`config.mk`:
```
export PLATFORM = sky130hd
export DESIGN_NAME = burst_sram
export DESIGN_NICKNAME = d
export VERILOG_FILES = /design/src/rtl/burst_sram_pkg.sv /design/src/rtl/bsr_ctrl.sv /design/src/rtl/bsr_datapath.sv /design/src/rtl/burst_sram.sv
export SDC_FILE = /design/constraint.sdc
export NUM_CORES = 1
export LEC_CHECK = 0
export ABC_AREA = 1
export BUFFER_PORTS_ARGS = -buffer_cell sky130_fd_sc_hd__buf_2
export CORE_ASPECT_RATIO = 1.75
export CORE_MARGIN = 1.5
export CORE_UTILIZATION = 35
export CTS_CLUSTER_DIAMETER = 200
export DETAILED_ROUTE_END_ITERATION = 7
export PLACE_DENSITY = 0.49
export SETUP_SLACK_MARGIN = 0.5
export SYNTH_ARGS = -nofsm -noshare
export SYNTH_HDL_FRONTEND = slang
export SYNTH_SLANG_ARGS = --single-unit
```
`constraint.sdc`:
```
create_clock -name clk -period 3.2 [get_ports clk]
set_input_delay 0.16 -clock clk [delete_from_list [all_inputs] [get_ports clk]]
set_output_delay 0.16 -clock clk [all_outputs]
set_load 0.01 [all_outputs]
```
`src/rtl/burst_sram_pkg.sv`:
```
package burst_sram_pkg;
  // fixed protocol latencies, in clock edges
  localparam int RD_LAT = 3;
  localparam int BEATS  = 4;

  typedef struct packed {
    logic capLo;       // capture first two write beats
    logic commit;      // store full word with last two beats
    logic loadFirst;   // present first half of a read burst
    logic sendSecond;  // present second half of a read burst
  } ctrlStrobeT;
endpackage

```
`src/rtl/bsr_ctrl.sv`:
```
module bsr_ctrl
  import burst_sram_pkg::*;
#(
  parameter int AW = 4
) (
  input  logic          clk,
  input  logic          rstN,
  input  logic          rdN,
  input  logic          wrN,
  input  logic [AW-1:0] addr,
  output ctrlStrobeT    stb,
  output logic [AW-1:0] wAddr,
  output logic [AW-1:0] rAddr
);
  logic              wPend1, wPend2;
  logic              rSecond;
  logic [RD_LAT-1:0] rVld;
  logic [AW-1:0]     rAddrP [RD_LAT];
  logic              wrAcc, rdAcc;

  // a port busy with the second cycle of its burst ignores its request
  assign wrAcc = !wrN && !wPend1;
  assign rdAcc = !rdN && !rVld[0];

  always_ff @(posedge clk or negedge rstN) begin
    if (!rstN) begin
      wPend1  <= 1'b0;
      wPend2  <= 1'b0;
      rVld    <= '0;
      rSecond <= 1'b0;
    end else begin
      wPend1  <= wrAcc;
      wPend2  <= wPend1;
      rVld    <= {rVld[RD_LAT-2:0], rdAcc};
      rSecond <= rVld[RD_LAT-1];
    end
  end

  always_ff @(posedge clk) begin
    if (wrAcc) wAddr <= addr;
    rAddrP[0] <= addr;
  end

  for (genvar st = 1; st < RD_LAT; st++) begin : gRdAddr
    always_ff @(posedge clk) rAddrP[st] <= rAddrP[st-1];
  end

  assign rAddr          = rAddrP[RD_LAT-1];
  assign stb.capLo      = wPend1;
  assign stb.commit     = wPend2;
  assign stb.loadFirst  = rVld[RD_LAT-1];
  assign stb.sendSecond = rSecond;
endmodule

```
`src/rtl/bsr_datapath.sv`:
```
module bsr_datapath
  import burst_sram_pkg::*;
#(
  parameter int AW = 4,
  parameter int DW = 8
) (
  input  logic          clk,
  input  logic          rstN,
  input  ctrlStrobeT    stb,
  input  logic [AW-1:0] wAddr,
  input  logic [AW-1:0] rAddr,
  input  logic [DW-1:0] wdRise,
  input  logic [DW-1:0] wdFall,
  input  logic          odtEn,
  output logic [DW-1:0] qRise,
  output logic [DW-1:0] qFall,
  output logic          qOeRise,
  output logic          qOeFall
);
  localparam int DEPTH  = 1 << AW;
  localparam int WORD_W = BEATS * DW;

  logic [WORD_W-1:0] mem [DEPTH];
  logic [2*DW-1:0]   loBeats;
  logic [WORD_W-1:0] rdWord;

  always_ff @(posedge clk) begin
    if (stb.capLo)  loBeats    <= {wdFall, wdRise};
    if (stb.commit) mem[wAddr] <= {wdFall, wdRise, loBeats};
  end

  // array sampled at the edge the first half leaves, so writes committed
  // up to the edge before are visible and later ones are not
  assign rdWord = mem[rAddr];

  // lane 0 = rising half, lane 1 = falling half
  for (genvar ln = 0; ln < 2; ln++) begin : gLane
    logic [DW-1:0] q;
    logic [DW-1:0] hold;
    logic          oe;

    always_ff @(posedge clk) begin
      if (stb.loadFirst) hold <= rdWord[(ln+2)*DW +: DW];
    end

    always_ff @(posedge clk or negedge rstN) begin
      if (!rstN) begin
        q  <= '0;
        oe <= 1'b0;
      end else if (stb.loadFirst) begin
        q  <= rdWord[ln*DW +: DW];
        oe <= 1'b1;
      end else if (stb.sendSecond) begin
        q  <= hold;
        oe <= 1'b1;
      end else begin
        q  <= '0;
        oe <= odtEn;
      end
    end
  end

  assign qRise   = gLane[0].q;
  assign qFall   = gLane[1].q;
  assign qOeRise = gLane[0].oe;
  assign qOeFall = gLane[1].oe;
endmodule

```
`src/rtl/burst_sram.sv`:
```
module burst_sram
  import burst_sram_pkg::*;
#(
  parameter int AW = 4,
  parameter int DW = 8
) (
  input  logic          clk,
  input  logic          rstN,
  input  logic          rdN,
  input  logic          wrN,
  input  logic [AW-1:0] addr,
  input  logic [DW-1:0] wdRise,
  input  logic [DW-1:0] wdFall,
  input  logic          odtEn,
  output logic [DW-1:0] qRise,
  output logic [DW-1:0] qFall,
  output logic          qOeRise,
  output logic          qOeFall
);
  ctrlStrobeT    stb;
  logic [AW-1:0] wAddr, rAddr;

  bsr_ctrl #(.AW(AW)) uCtrl (
    .clk(clk), .rstN(rstN), .rdN(rdN), .wrN(wrN), .addr(addr),
    .stb(stb), .wAddr(wAddr), .rAddr(rAddr)
  );

  bsr_datapath #(.AW(AW), .DW(DW)) uData (
    .clk(clk), .rstN(rstN), .stb(stb), .wAddr(wAddr), .rAddr(rAddr),
    .wdRise(wdRise), .wdFall(wdFall), .odtEn(odtEn),
    .qRise(qRise), .qFall(qFall), .qOeRise(qOeRise), .qOeFall(qOeFall)
  );
endmodule

```
==> metrics.csv, run 1 <==
metric,value,unit
numClockSinks,583,
max-slew-margin-rel,0.4206,
min_path_type,in -> async,
via_per_inst,4.745,
synth_cell_types,19,
first_global_vias,14167,
ys_seq_area_frac,0.7418,
routedWlPerCell,20.04,um
hold-worst-slack,0.2076,ns
yosys-top-cells-area,"edfxtp_1, nand2_1, nand3_1, nor2_1, inv_1",
reg2reg_depth,3,
vdd_ir_drop_max,0.4197,mV
track_usage,0.1756,
setup.worst_path.start,uCtrl.wPend2,
end_kind,flip-flop,
crit_path_top_delay_cell,nor2_4,
path_max_fanout,21,
dieArea,68150,um^2
p_seq_frac,0.551,
die_x,198.0,um
portBuffers,42,
grt_start_max_net_pins,148,
internal_power,12.11,mW
timing.rr.end,uData.mem[13][4],
antennaDiodeCount,0,
crit_path_start_kind,flip-flop,
avgSynthCellArea,11.97,um^2
clk-insertion-delay-late,0.59,ns
drive_gt1_frac,0.09282,
gp_congestion,0.7755,
grt-ovfl-total,0,
grt_antenna_before_repair,1,
postCtsHoldBufs,24,
clockPowerShare,0.394,
ys_ff_latch,583,
grt_pass1_wl,88710,um
min_period_over_period,0.6488,
cts_buffers,52,
synth_cells,1945,
vias,13897,
rsz0062_at_grt,false,
slew_violations,0,
fmax,0.4817,GHz
syn_area,23280,um^2
dp_hpwl,32600,um
p_comb_frac,0.055,
core,65630,um^2
start_util,0.3548,
powerDensity,588.5,nW/um^2
drc,0,
io_pins,43,
wl,58680,um
reg2reg_from,uCtrl.wPend2,
crit_type,reg -> reg,
cap_violations,0,
leakagePower,9.940,nW
switching_share,0.2217,
postRouteAntennaNets,0,
syn_nets,1970,
cts_setup_buffers,0,
syn_to_final_growth,13.56,%
yosys_warnings,0,
fin_crit,2.076,ns
post-synth-top-area-cell,edfxtp_1,
finalHoldViolCount,0,
cpPeakStageDelay,0.71,ns
critPathRequiredTime,3.49,ns
ctsResizeCount,0,
crit_arrival,2.36,ns
finalSetupViolCount,0,
root_buffer,clkbuf_16,
clockBufferDepth,3,
cts_max_level,2,
r2r_slack,1.12,ns
power.switching,3.449,mW
nets,2030,
cts_tree,done,
clk_pin_slew_worst_paths,0.06,ns
fp.dieH,344.2,um
first_pass_iters,4,
dr.first_iter.drc_count,862,
worstMarginPinSlew,0.8690,ns
core.rowCount,124,
worst_clock_skew,0.01507,ns
tns,0,ns
yosys.area.top_type_share,0.7067,
crit_path_cell_trace,"nand3_1, nor2_4, buf_4",
outcome,finished clean,
## through the flow
stage	utilization	power, mW	setup slack, ns	cells	cell area [um^2]
floorplan	-	9.215	-0.06384	1945	23280
global placement	0.3742	9.579	1.097	2809	24560
detailed placement	0.3742	9.591	1.066	2809	24560
CTS	0.4029	15.74	1.051	2929	26440
global route	0.4029	16.10	0.9850	2929	26440
finish	0.4029	15.56	1.124	2929	26440
## metal layers
metal,track usage,vias to the layer above,wire [um]
met5,0,-,12
met4,0.06743,2,2062
met3,0.02141,96,1783
met2,0.3320,220,31840
met1,0.1996,6849,22990
li1,-,6730,-
## cell usage after synthesis
cell and n:
inv_1 198, nand3_1 210, dfrtp_1 23, o21ai_1 25, nor2_1 204, clkinv_1 1
edfxtp_1 548, buf_2 23, buf_8 2, nand2_1 439, inv_2 3, buf_4 3
nor3_1 8, buf_1 22, clkbuf_1 35, buf_6 22, o211ai_1 64, o21ai_0 103
dfxtp_1 12
## power by group through the flow
stage / combinational, mW / clock [mW] / sequential, mW
2_1_floorplan: 0.501 / 0 / 8.71
3_3_place_gp: 0.839 / 0 / 8.74
3_5_place_dp: 0.847 / 0 / 8.74
4_1_cts: 0.874 / 6.29 / 8.58
5_1_grt: 0.953 / 6.56 / 8.59
6_report: 0.849 / 6.13 / 8.58
## registers in the layout (all words and copies together) (netlist names)
register / flops
uData.gLane.hold: 16
uData.qFall: 8
uCtrl.wAddr: 4
uCtrl.rAddrP: 12
uData.mem: 512
uData.qRise: 8
uCtrl.wPend1: 1
uCtrl.rSecond: 1
uCtrl.wPend2: 1
uCtrl.rVld: 3
uData.loBeats: 16
uData.qOeRise: 1
## placed cells by master, fill, tap and decap left out, types with 16 or more instances in the layout
| cell type | instances |
|---|---|
| o21ai_0 | 103 |
| dfrtp_1 | 22 |
| nand2_1 | 439 |
| inv_1 | 197 |
| o21ai_1 | 25 |
| buf_2 | 42 |
| nor2_1 | 195 |
| nand3_1 | 210 |
| edfxtp_1 | 548 |
| buf_4 | 38 |
| dlygate4sd3_1 | 24 |
| o211ai_1 | 64 |
| clkbuf_1 | 16 |
| clkbuf_16 | 53 |
## cells by family after synthesis
| kind of cell | share of synthesized area |
|---|---|
| buf+inv | 0.05959 |
| simple gates | 0.1505 |
| flops | 0.7418 |
| compound gates | 0.04815 |
## critical path, delay by kind of cell (launching register included)
kind / cells / cell delay (ns)
buffers and inverters: 1 / 0.33
DFF: 1 / 0.38
and+or+nand+nor: 2 / 1.05
## cell type report
class,count,area [um^2]
inverter,202,765.7
clock buffer,80,1538
sequential,583,17290
timing repair buffer,113,915.9
fill,6219,39190
clock inverter,16,105.1
tap,882,1104
multi-input combinational,1053,4728
## worst max path at each step
stage,endpoint,slack [ns]
6_report,uData.mem[13][4],1.12
3_3_place_gp,uData.mem[12][19],1.10
5_1_grt,uData.mem[13][4],0.98
3_5_place_dp,uData.mem[12][4],1.07
2_1_floorplan,uData.mem[0][0],-0.06
4_1_cts,uData.mem[12][3],1.05
Power figures use the tool's default switching activity.
==> inputs of run 2 (changes only) <==
==> constraint.sdc (replaced) <==
create_clock -name clk -period 1.81 [get_ports clk]
set_input_delay 0.0905 -clock clk [delete_from_list [all_inputs] [get_ports clk]]
set_output_delay 0.0905 -clock clk [all_outputs]
set_load 0.01 [all_outputs]
==> run 2 against run 1 <==
  * First-iteration DRC count increased by 62%
  * Sequential share of layout area is 9.4 points lower
  * Design area increased by 17%
  * Critical path type unchanged
  * Critical endpoint is now uData.mem[9][17]
==> metrics.csv, run 2 (synthesis gave the netlist of run 1 again) <==
metric,value,unit
core,65630,um^2
clockBufferDepth,3,
clk-insertion-delay-late,0.60,ns
reg.largest.list,"uData.mem (512), uData.gLane.hold (16), uData.loBeats (16)",
fp.dieH,344.2,um
power.switching,6.625,mW
root_buffer,clkbuf_16,
routedWlPerCell,24.94,um
via_per_inst,5.062,
vias,15767,
max-slew-margin-rel,0.4433,
path_max_fanout,8,
p_comb_frac,0.082,
cap_violations,0,
met3_usage,0.02327,
largest_reg_flops,512,
fin_crit,1.711,ns
crit_family,buffers and inverters,
syn_to_final_growth,32.54,%
cpPeakStageDelay,0.46,ns
vdd_ir_drop_max,0.8018,mV
min_path_type,in -> async,
postLayoutSetupSlackWorst,0.09904,ns
p_seq_frac,0.518,
dpl_cell_area,25360,um^2
total_power,29.26,mW
finalHoldViolCount,0,
internal_power,22.64,mW
grt-ovfl-total,0,
io_pins,43,
dpl.cell_count,2849,
final_cell_area,30860,um^2
fmax,0.5845,GHz
finalSetupViolCount,0,
busiest_layer,met2,
end_kind,flip-flop,
drive_gt1_frac,0.2208,
leakagePower,11.86,nW
dp_hpwl,37690,um
dr.first_iter.drc_count,1396,
hold-worst-slack,0.1249,ns
gp_congestion,0.7489,
outcome,finished clean,
cts_buffers,52,
grtUsageMet1,0.2524,
crit_path_top_delay_cell,edfxtp_1,
crit_path_start_kind,flip-flop,
worstMarginPinSlew,0.8350,ns
use_met2,0.4087,
cts_max_level,2,
worst_clock_skew,0.01515,ns
clk_pin_slew_worst_paths,0.07,ns
antennaDiodeCount,0,
critPathRequiredTime,2.12,ns
crit_arrival,2.02,ns
first_global_vias,15489,
setup.worst_path.start,uCtrl.wAddr[2],
cp_num_buf_inv,3,
start_util,0.3548,
crit_path_cell_trace,"inv_1, nand2_2, nor3_4, buf_12, bufbuf_16",
first_pass_iters,5,
grt_pass1_wl,107800,um
track_usage,0.2221,
drc,0,
dieArea,68150,um^2
switching_share,0.2264,
final_cells,3115,
wl,77700,um
mostFrequentLayoutCell,edfxtp_1,
die_x,198.0,um
reg2reg_from,uCtrl.wAddr[2],
final_cell_mix,"edfxtp_1, nand2_1, inv_1, nor2_1, nand3_1",
pre_cts_slack,0.04551,ns
cts_tree,done,
crit_type,reg -> reg,
powerDensity,948.3,nW/um^2
grt_antenna_before_repair,1,
clockPowerShare,0.400,
regMostFlops,uData.mem,
numClockSinks,583,
postRouteAntennaNets,0,
nets,2216,
portBuffers,42,
slew_violations,0,
rsz0062_at_grt,true,
core.rowCount,124,
grt_start_max_net_pins,39,
min_period_over_period,0.9453,
[run 2: changes by cell type in the layout (fill, tap and decap cells not counted), sizes merged]
cell and delta:
bufinv +7, clkinvlp +4, buf +163, bufbuf +3, clkinv -1, inv +2
clkbuf +8
[run 2: worst paths after layout]
kind | to | slack, ns | depth (start not counted)
worst max-delay path | uData.mem[9][17] | 0.1 | 5
worst min-delay path | uData.qFall[2] | 0.12 | 2
worst max register to register | uData.mem[9][17] | 0.1 | 5
worst min register to register | uCtrl.rAddrP[0][11] | 0.33 | 0
max in group asynchronous | uData.qFall[7] | 1.06 | 3
min in group clk | uCtrl.rVld[0] | 0.17 | 3
[run 2: cell type report]
class	instances	area [um^2]
repair buffers	296	4636
inverters	202	782.0
fillers	5744	34770
flip-flops and latches	583	17290
multi-input cells	1053	5225
clock buffers	71	1434
repair inverters	3	57.56
clock inverters	25	335.3
well taps	882	1104
[run 2: stage by stage]
stage                     utilization  TNS (ns)
after CTS                      0.4552         0
after global routing           0.4702         0
after floorplan                     -    -28.46
after global placement         0.3864         0
after detailed placement       0.3864         0
final                          0.4702         0
[run 2: routing by layer]
metal	vias up	share of wire	wire, um
met4	2	0.060	4650
met5	-	0.00017	13
met2	509	0.53	40860
met1	7915	0.37	28550
met3	190	0.047	3619
li1	7151	-	-
[run 2: power groups by stage]
stage                     Sequential, mW  Combinational [mW]  Clock, mW
final                               15.1                2.41       11.7
after global routing                15.2                2.56       12.3
after CTS                           15.1                2.21       11.9
after detailed placement            15.4                1.69          0
after global placement              15.4                1.68          0
after floorplan                     15.4               0.917          0
[run 2: worst reg2reg max path, cell delays in order, from the launching register on]
cell	delay, ns
edfxtp_1	0.46
inv_1	0.14
nand2_2	0.17
nor3_4	0.22
buf_12	0.16
bufbuf_16	0.29
[run 2: timing repair]
action,CTS,global route
gates resized for setup,184,114
hold buffers,24,0
cloned,46,21
pin swaps,28,50
hold endpoints to repair,305,0
setup endpoints to repair,545,544
buffers inserted,67,12
